===== config.mk =====
export PLATFORM = sky130hd
export DESIGN_NAME = coin_vend_ctrl
export DESIGN_NICKNAME = d
export VERILOG_FILES = /design/src/rtl/coin_vend_pkg.sv /design/src/rtl/btn_sync.sv /design/src/rtl/coin_select.sv /design/src/rtl/credit_fsm.sv /design/src/rtl/coin_vend_ctrl.sv
export SDC_FILE = /design/constraint.sdc
export NUM_CORES = 1
export LEC_CHECK = 0
export ABC_AREA = 0
export BUFFER_PORTS_ARGS = -buffer_cell sky130_fd_sc_hd__buf_2
export CORE_MARGIN = 1.5
export CORE_UTILIZATION = 49
export DETAILED_ROUTE_END_ITERATION = 6
export PLACE_DENSITY_LB_ADDON = 0.25
export SYNTH_ARGS = -nofsm -noshare
export SYNTH_HDL_FRONTEND = slang
export SYNTH_SLANG_ARGS = --single-unit

===== constraint.sdc =====
create_clock -name clk -period 2.3 [get_ports clk]
set_input_delay 0.345 -clock clk [delete_from_list [all_inputs] [get_ports clk]]
set_output_delay 0.345 -clock clk [all_outputs]
set_load 0.02 [all_outputs]

===== src/rtl/coin_vend_pkg.sv =====
package coin_vend_pkg;

    // Index of each coin inside the button vector; a lower index wins.
    localparam int COIN_N     = 3;
    localparam int IDX_NICKEL = 0;
    localparam int IDX_DIME   = 1;
    localparam int IDX_QUART  = 2;

    typedef enum logic [1:0] {
        ST_IDLE = 2'd0,   // waiting for a coin
        ST_HOLD = 2'd1,   // coin credited, waiting for all buttons low
        ST_FULL = 2'd2    // credit at the limit, coins ignored
    } vend_state_e;

    typedef struct packed {
        logic       hit;    // some coin button is high
        logic [1:0] idx;    // index of the winning button
    } coin_pick_t;

    // Cent value of the coin at a given button index.
    function automatic int coin_cents(input int idx);
        case (idx)
            IDX_NICKEL: return 5;
            IDX_DIME:   return 10;
            IDX_QUART:  return 25;
            default:    return 0;
        endcase
    endfunction

endpackage


===== src/rtl/btn_sync.sv =====
module btn_sync #(
    parameter int WIDTH  = 3,
    parameter int STAGES = 2
) (
    input  logic             clk,
    input  logic             clr,
    input  logic [WIDTH-1:0] raw,
    output logic [WIDTH-1:0] synced
);

    logic [STAGES-1:0][WIDTH-1:0] chain;

    always_ff @(posedge clk or posedge clr) begin
        if (clr) begin
            chain <= '0;
        end else begin
            chain[0] <= raw;
            for (int s = 1; s < STAGES; s++) begin
                chain[s] <= chain[s-1];
            end
        end
    end

    assign synced = chain[STAGES-1];

endmodule


===== src/rtl/coin_select.sv =====
module coin_select
    import coin_vend_pkg::*;
#(
    parameter int CENT_W = 6
) (
    input  logic [COIN_N-1:0] btn,
    output coin_pick_t        pick,
    output logic [CENT_W-1:0] value
);

    // Lowest index has priority: nickel, then dime, then quarter.
    always_comb begin
        pick = '0;
        for (int i = COIN_N - 1; i >= 0; i--) begin
            if (btn[i]) begin
                pick.hit = 1'b1;
                pick.idx = 2'(i);
            end
        end
    end

    always_comb begin
        value = '0;
        if (pick.hit) begin
            value = CENT_W'(coin_cents(int'(pick.idx)));
        end
    end

endmodule


===== src/rtl/credit_fsm.sv =====
module credit_fsm
    import coin_vend_pkg::*;
#(
    parameter int CENT_W = 6,
    parameter int LIMIT  = 50
) (
    input  logic              clk,
    input  logic              clr,
    input  coin_pick_t        pick,
    input  logic [CENT_W-1:0] value,
    output logic [CENT_W-1:0] credit,
    output logic              vend
);

    localparam logic [CENT_W:0]   LIM_WIDE = (CENT_W + 1)'(LIMIT);
    localparam logic [CENT_W-1:0] LIM_VAL  = CENT_W'(LIMIT);

    vend_state_e       st, st_n;
    logic [CENT_W-1:0] tot, tot_n;
    logic [CENT_W:0]   raw_sum;
    logic [CENT_W-1:0] sat_sum;

    always_comb begin
        raw_sum = {1'b0, tot} + {1'b0, value};
        sat_sum = (raw_sum >= LIM_WIDE) ? LIM_VAL : raw_sum[CENT_W-1:0];
    end

    always_comb begin
        st_n  = st;
        tot_n = tot;
        case (st)
            ST_IDLE: begin
                if (pick.hit) begin
                    tot_n = sat_sum;
                    st_n  = (sat_sum == LIM_VAL) ? ST_FULL : ST_HOLD;
                end
            end
            ST_HOLD: begin
                if (!pick.hit) begin
                    st_n = ST_IDLE;
                end
            end
            ST_FULL: begin
                st_n = ST_FULL;
            end
            default: begin
                st_n  = ST_IDLE;
                tot_n = '0;
            end
        endcase
    end

    always_ff @(posedge clk or posedge clr) begin
        if (clr) begin
            st  <= ST_IDLE;
            tot <= '0;
        end else begin
            st  <= st_n;
            tot <= tot_n;
        end
    end

    assign credit = tot;
    assign vend   = (st == ST_FULL);

endmodule


===== src/rtl/coin_vend_ctrl.sv =====
module coin_vend_ctrl
    import coin_vend_pkg::*;
#(
    parameter int CENT_W      = 6,
    parameter int LIMIT       = 50,
    parameter int SYNC_STAGES = 2
) (
    input  logic              clk,
    input  logic              clr,
    input  logic              quarter_btn,
    input  logic              dime_btn,
    input  logic              nickel_btn,
    output logic [CENT_W-1:0] credit,
    output logic              vend
);

    logic [COIN_N-1:0] raw_btn;
    logic [COIN_N-1:0] sync_btn;
    coin_pick_t        pick;
    logic [CENT_W-1:0] value;

    always_comb begin
        raw_btn             = '0;
        raw_btn[IDX_NICKEL] = nickel_btn;
        raw_btn[IDX_DIME]   = dime_btn;
        raw_btn[IDX_QUART]  = quarter_btn;
    end

    btn_sync #(
        .WIDTH  (COIN_N),
        .STAGES (SYNC_STAGES)
    ) u_sync (
        .clk    (clk),
        .clr    (clr),
        .raw    (raw_btn),
        .synced (sync_btn)
    );

    coin_select #(
        .CENT_W (CENT_W)
    ) u_sel (
        .btn    (sync_btn),
        .pick   (pick),
        .value  (value)
    );

    credit_fsm #(
        .CENT_W (CENT_W),
        .LIMIT  (LIMIT)
    ) u_fsm (
        .clk    (clk),
        .clr    (clr),
        .pick   (pick),
        .value  (value),
        .credit (credit),
        .vend   (vend)
    );

endmodule


# [After elaboration in Yosys (flattened, before gate mapping)]
# Index checks and enable logic that the tools add are counted.
[word_totals] regBits=14 input_bits=5 out_inout_bits=7 word_cells=31
[classes] n_addsub=1 order_cmp=1 n_eq_ne=7 n_mux=12 bitwise=1 n_reduce_logical=5
[ops] op="6-bit two-way mux" count=3
[ops] op="5-bit one-hot mux with 3 select lines" count=1
[ops] op="6-bit one-hot mux with 2 select lines" count=1
[ops] op="3-bit two-way mux" count=3
[ops] op="6-bit by 6-bit adder with 7-bit output" count=1
[ops] op="7-bit by 6-bit greater-or-equal comparator with 1-bit output (second input constant)" count=1
[ops] op="6-bit == test (second input constant)" count=1
[ops] op="2-bit two-way mux" count=3
[ops] op="2-bit one-hot mux with 3 select lines" count=1
[ops] op="2-bit by 1-bit == test with 1-bit output (second input constant)" count=2
[ops] op="2-bit == test (second input constant)" count=2
[ops] op="2-bit zero test" count=2
[ops] op="2-bit AND reduction" count=2
[ops] op="2-bit by 1-bit inequality test with 1-bit output (second input constant)" count=1
[ops] op="2-bit inequality test (second input constant)" count=1
[ops] op="2-bit OR reduction" count=1
[ops] op="1-bit inverter" count=1

# [Logic depth before layout (Yosys ltp)]
[logic_depth] depth_word=13 mapped_depth=10 mapped_depth_nobuf=10

# [Cells and area by module]
# Synthesis repeated with hierarchy kept, for this count alone.
[hier_totals] hier_cells=105 hier_area_um2=1003.5
[modules_own_cells] mod="credit_fsm" n_inst=1 cells_per_inst=77 area_per_inst_um2=698.2 seq_area_each_um2=200.2
[modules_own_cells] mod="btn_sync" n_inst=1 cells_per_inst=10 area_per_inst_um2=176.4 seq_area_each_um2=150.1
[modules_own_cells] mod="coin_select" n_inst=1 cells_per_inst=18 area_per_inst_um2=128.9 seq_area_each_um2=0.0

# [Worst setup path after synthesis]
# OpenSTA, ideal clock, no wires.
[synth_path] path_type="reg2reg" start="reg u_sync.chain (netlist bit u_sync.synced[0])" end="reg u_fsm.tot[0], in the netlist u_fsm.credit[0]" setup_ns=0.122 t_arrival_ns=2.154 required_ns=2.178 path_slack_ns=0.025 path_stages_with_launch=9 path_buffers=0 synth_period_minus_slack_ns=2.275 path_cell_list="dfrtp_1 nand2b_1 ha_1 nor2_1 ha_1 o2bb2ai_1 xnor2_1 o311ai_4 a32o_1"
[synth_between] elab_chain_len=9 elab_cells_between_ends=13 cone_classes="add/sub (1); order compare (1); eq/ne (3); mux (6); reduce/logical (2)"
[synth_lines] element="start, declared" line="btn_sync.sv:11" rtl="logic [STAGES-1:0][WIDTH-1:0] chain;"
[synth_lines] element="start signal, assigned by index" line="btn_sync.sv:19" rtl="chain[s] <= chain[s-1];"
[synth_lines] element="3-bit two-way mux *" line="coin_select.sv:15" rtl="if (btn[i]) begin"
[synth_lines] element="2-bit == test (tied with other cells)" line="coin_vend_pkg.sv:22" rtl="case (idx)"
[synth_lines] element="5-bit one-hot mux with 3 select lines" line="coin_vend_pkg.sv:22"
[synth_lines] element="6-bit two-way mux" line="coin_select.sv:24" rtl="if (pick.hit) begin"
[synth_lines] element="6-bit by 6-bit adder with 7-bit output" line="credit_fsm.sv:24" rtl="raw_sum = {1'b0, tot} + {1'b0, value};"
[synth_lines] element="7-bit by 6-bit greater-or-equal comparator with 1-bit output" line="credit_fsm.sv:25" rtl="sat_sum = (raw_sum >= LIM_WIDE) ? LIM_VAL : raw_sum[CENT_W-1:0];"
[synth_lines] element="6-bit two-way mux" line="credit_fsm.sv:25"
[synth_lines] element="6-bit two-way mux" line="credit_fsm.sv:33" rtl="if (pick.hit) begin"
[synth_lines] element="6-bit one-hot mux with 2 select lines" line="credit_fsm.sv:31" rtl="case (st)"
[synth_lines] element="end signal, assigned" line="credit_fsm.sv:59" rtl="tot <= tot_n;"
[synth_lines] element="end, declared" line="credit_fsm.sv:19" rtl="logic [CENT_W-1:0] tot, tot_n;"
# Mark *: on every way between the ends. The rest lies on a longest branch, timed or not. The select of a mux whose other input is x is not followed.
# A chain may end at the register's enable or synchronous reset.

# [Worst setup path in the final report]
[layout_path] start="reg u_sync.chain (netlist bit u_sync.synced[0])" end="reg u_fsm.tot[2], in the netlist u_fsm.credit[2]"
# Same word-level chain as after synthesis.

==> impl_metrics.toml <==
[sta]
finClkSkew_ns = 0.006006
hold_viol_final = 0
period_minus_slack_ns = 2.277
rsz0062_at_grt = "true"
fmax_ghz = 0.4392
tightestPinTransition_ns = 0.5088
setup_slack_ns = 0.02304
post-route-period-util_pct = 99.00
setup_viol_count_final = 0
relSlewSlack_pct = 66.04
tns_ns = 0
maxSlewViolCount = 0

[route]
wl_mm = 2.089
initialDrtViolationCount = 5
ant_nets = 0
drc_errors = 0
vias = 721
wl_per_cell_um = 15.03
dr.pass1.iters = 4
vias_per_cell = 5.187

[pwr]
power.leakage_nw = 0.5755
p_per_area_mw_per_mm2 = 1031
ir_drop_mv = 0.7684

[finish]
n_antenna_cell = 0
layout_commonest_cell = "dfrtp_1"
area_delta_synth_final_pct = 43.49
seqCellArea_um2 = 352.8
layout-drive-gt1-share_pct = 45.61
final_area_mm2 = 0.001255
layout_common_cells = "dfrtp_1, buf_2, buf_4"
fillers = 130
multi_input_area_um2 = 648.1
fin_nets = 130

[status]
status = "completed"

[placement]
place.gp.congestion = 0.7560
dp_hpwl_mm = 1.311
placed_cell_area_mm2 = 0.001006
io_buffers = 11
dp_slack_ns = -0.07902

[critical_path]
cp.required_ns = 2.47
cp_max_fo = 6
crit_type = "flip-flop to flip-flop"
end_kind = "flip-flop"
cp-start-kind = "flip-flop"
critPathArrivalTime_ns = 2.45

[global_route]
track_usage_pct = 20.45
antenna_found_initial = 0
grt_max_degree = 15
grt_first_pass_wirelength_mm = 3.015
grt_overflow = 0
grt_pass1_vias = 717

[clocking]
cts_buffer_depth = 2
cts_sinks = 14
cts_root_buf = "clkbuf_4"
clock_latency_ns = 0.28
htreeDepth = 1
hold_buffers = 0
path_clk_slew_ns = 0.08
cts_tree = "built"
cts_buffers = 3

[floorplanning]
pin_count = 12
dieArea_mm2 = 0.002047
core_mm2 = 0.001708
start_util_pct = 51.21
core.rowCount = 15
die_w_um = 45.25
die_y_um = 45.25

[logic_synthesis]
synthArstFlopShare_pct = 100.0
syn-num-nets = 102
synth_edf_count = 0
synthDistinctLibCells = 29
syn_area_um2 = 874.6
yosysSeqAreaShare_pct = 40.06
syn_area_per_cell_um2 = 10.05
yosysWarnings = 0
ys_seq_elements = 14
ys.flop_type = "dfrtp_1"
synthCells = 87

[min_path]
hold_class = "input pin to async pin"

[flow_run]
cap_violations = 0
[report_power, final]
part / internal, mW / leakage (nW) / switching, mW / total, mW
combinational: 0.324 / 0.382 / 0.437 / 0.761
clock: 0.0964 / 0.0210 / 0.0784 / 0.175
sequential: 0.303 / 0.173 / 0.0557 / 0.359
[sequential cells by signal, summed over array words and instances, names as in the netlist]
name           cells
u_sync.chain       3
u_fsm.st           2
u_fsm.credit       6
u_sync.synced      3
[cells in the mapped netlist, types with 2 or more instances]
cell type	n	share of area, %
dfrtp_1	14	40
nor2_1	11	4.7
ha_1	9	13
inv_1	9	3.9
nand2_1	8	3.4
o21ai_0	5	2.9
nand2b_1	4	2.9
a32o_1	3	3.4
a21o_1	2	1.7
a21oi_1	2	1.1
xnor2_1	2	2.0
[per-layer routing]
| layer | track usage (%) | wire [um] | part of all wire, % | vias up |
|---|---|---|---|---|
| met4 | 5.294 | 24 | 1.1 | 0 |
| met3 | 2.400 | 40 | 1.9 | 4 |
| met1 | 26.80 | 892 | 43 | 343 |
| met5 | 0 | 0 | 0 | - |
| met2 | 35.71 | 1132 | 54 | 11 |
| li1 | - | - | - | 363 |
[cell families (layout without fill, tap and decap cells)]
kind of cell / after synthesis / in the layout / synth area share [%]
compound gates: 21 / 21 / 20.46
flops: 14 / 14 / 40.06
fa+ha+maj: 10 / 10 / 15.16
xor+xnor: 3 / 3 / 3.005
buf+inv: 9 / 36 / 3.862
mux: 1 / 1 / 1.145
simple gates: 29 / 29 / 16.31
[worst max-delay path, stage by stage, from the launching register on]
cell and delay [ns]:
dfrtp_2 0.42, buf_6 0.11, a21o_1 0.08, ha_2 0.18
inv_2 0.04, fa_2 0.36, nand2b_4 0.16, o2bb2ai_4 0.15
xnor2_2 0.19, o311ai_4 0.19, a32o_1 0.29
[per-stage QoR]
step / hold slack (ns) / instances / utilization, % / total power [mW]
global route: 0.1347 / 139 / 73.48 / 1.389
floorplan: 0.2342 / 87 / - / 0.8026
detailed placement: 0.3347 / 129 / 58.90 / 0.9507
finish: 0.07526 / 139 / 73.48 / 1.294
CTS: 0.1012 / 133 / 63.00 / 1.154
global placement: 0.3333 / 129 / 58.90 / 0.9351
[repair_timing]
action,4_1_cts,5_1_grt
setup buffers,0,6
pin swaps,4,14
resized for setup,9,21
setup endpoints to repair,6,7
gates cloned,0,0
[layout make-up]
cell class,instances,area share (%)
clock buffer,4,2.891
multi-input combinational,64,51.65
sequential,14,28.12
inverter,9,2.692
timing repair buffer,23,12.16
tap,25,2.493
[final timing paths]
check                      slack [ns]                  startpoint                     endpoint  depth (start not counted)
setup / recovery                 0.02  u_sync.synced[0]$_DFF_PP0_  u_fsm.credit[2]$_DFFE_PP0P_                         10
max in group asynchronous        1.85                         clr   u_sync.synced[1]$_DFF_PP0_                          2
setup reg to reg                 0.02  u_sync.synced[0]$_DFF_PP0_  u_fsm.credit[2]$_DFFE_PP0P_                         10
min in group clk                 0.17                  nickel_btn    u_sync.chain[0]$_DFF_PP0_                          1
hold reg to reg                  0.35   u_sync.chain[2]$_DFF_PP0_   u_sync.synced[2]$_DFF_PP0_                          0
hold / removal                   0.08                         clr  u_fsm.credit[1]$_DFFE_PP0P_                          2
Note: power is estimated with default switching activity, not from simulation.
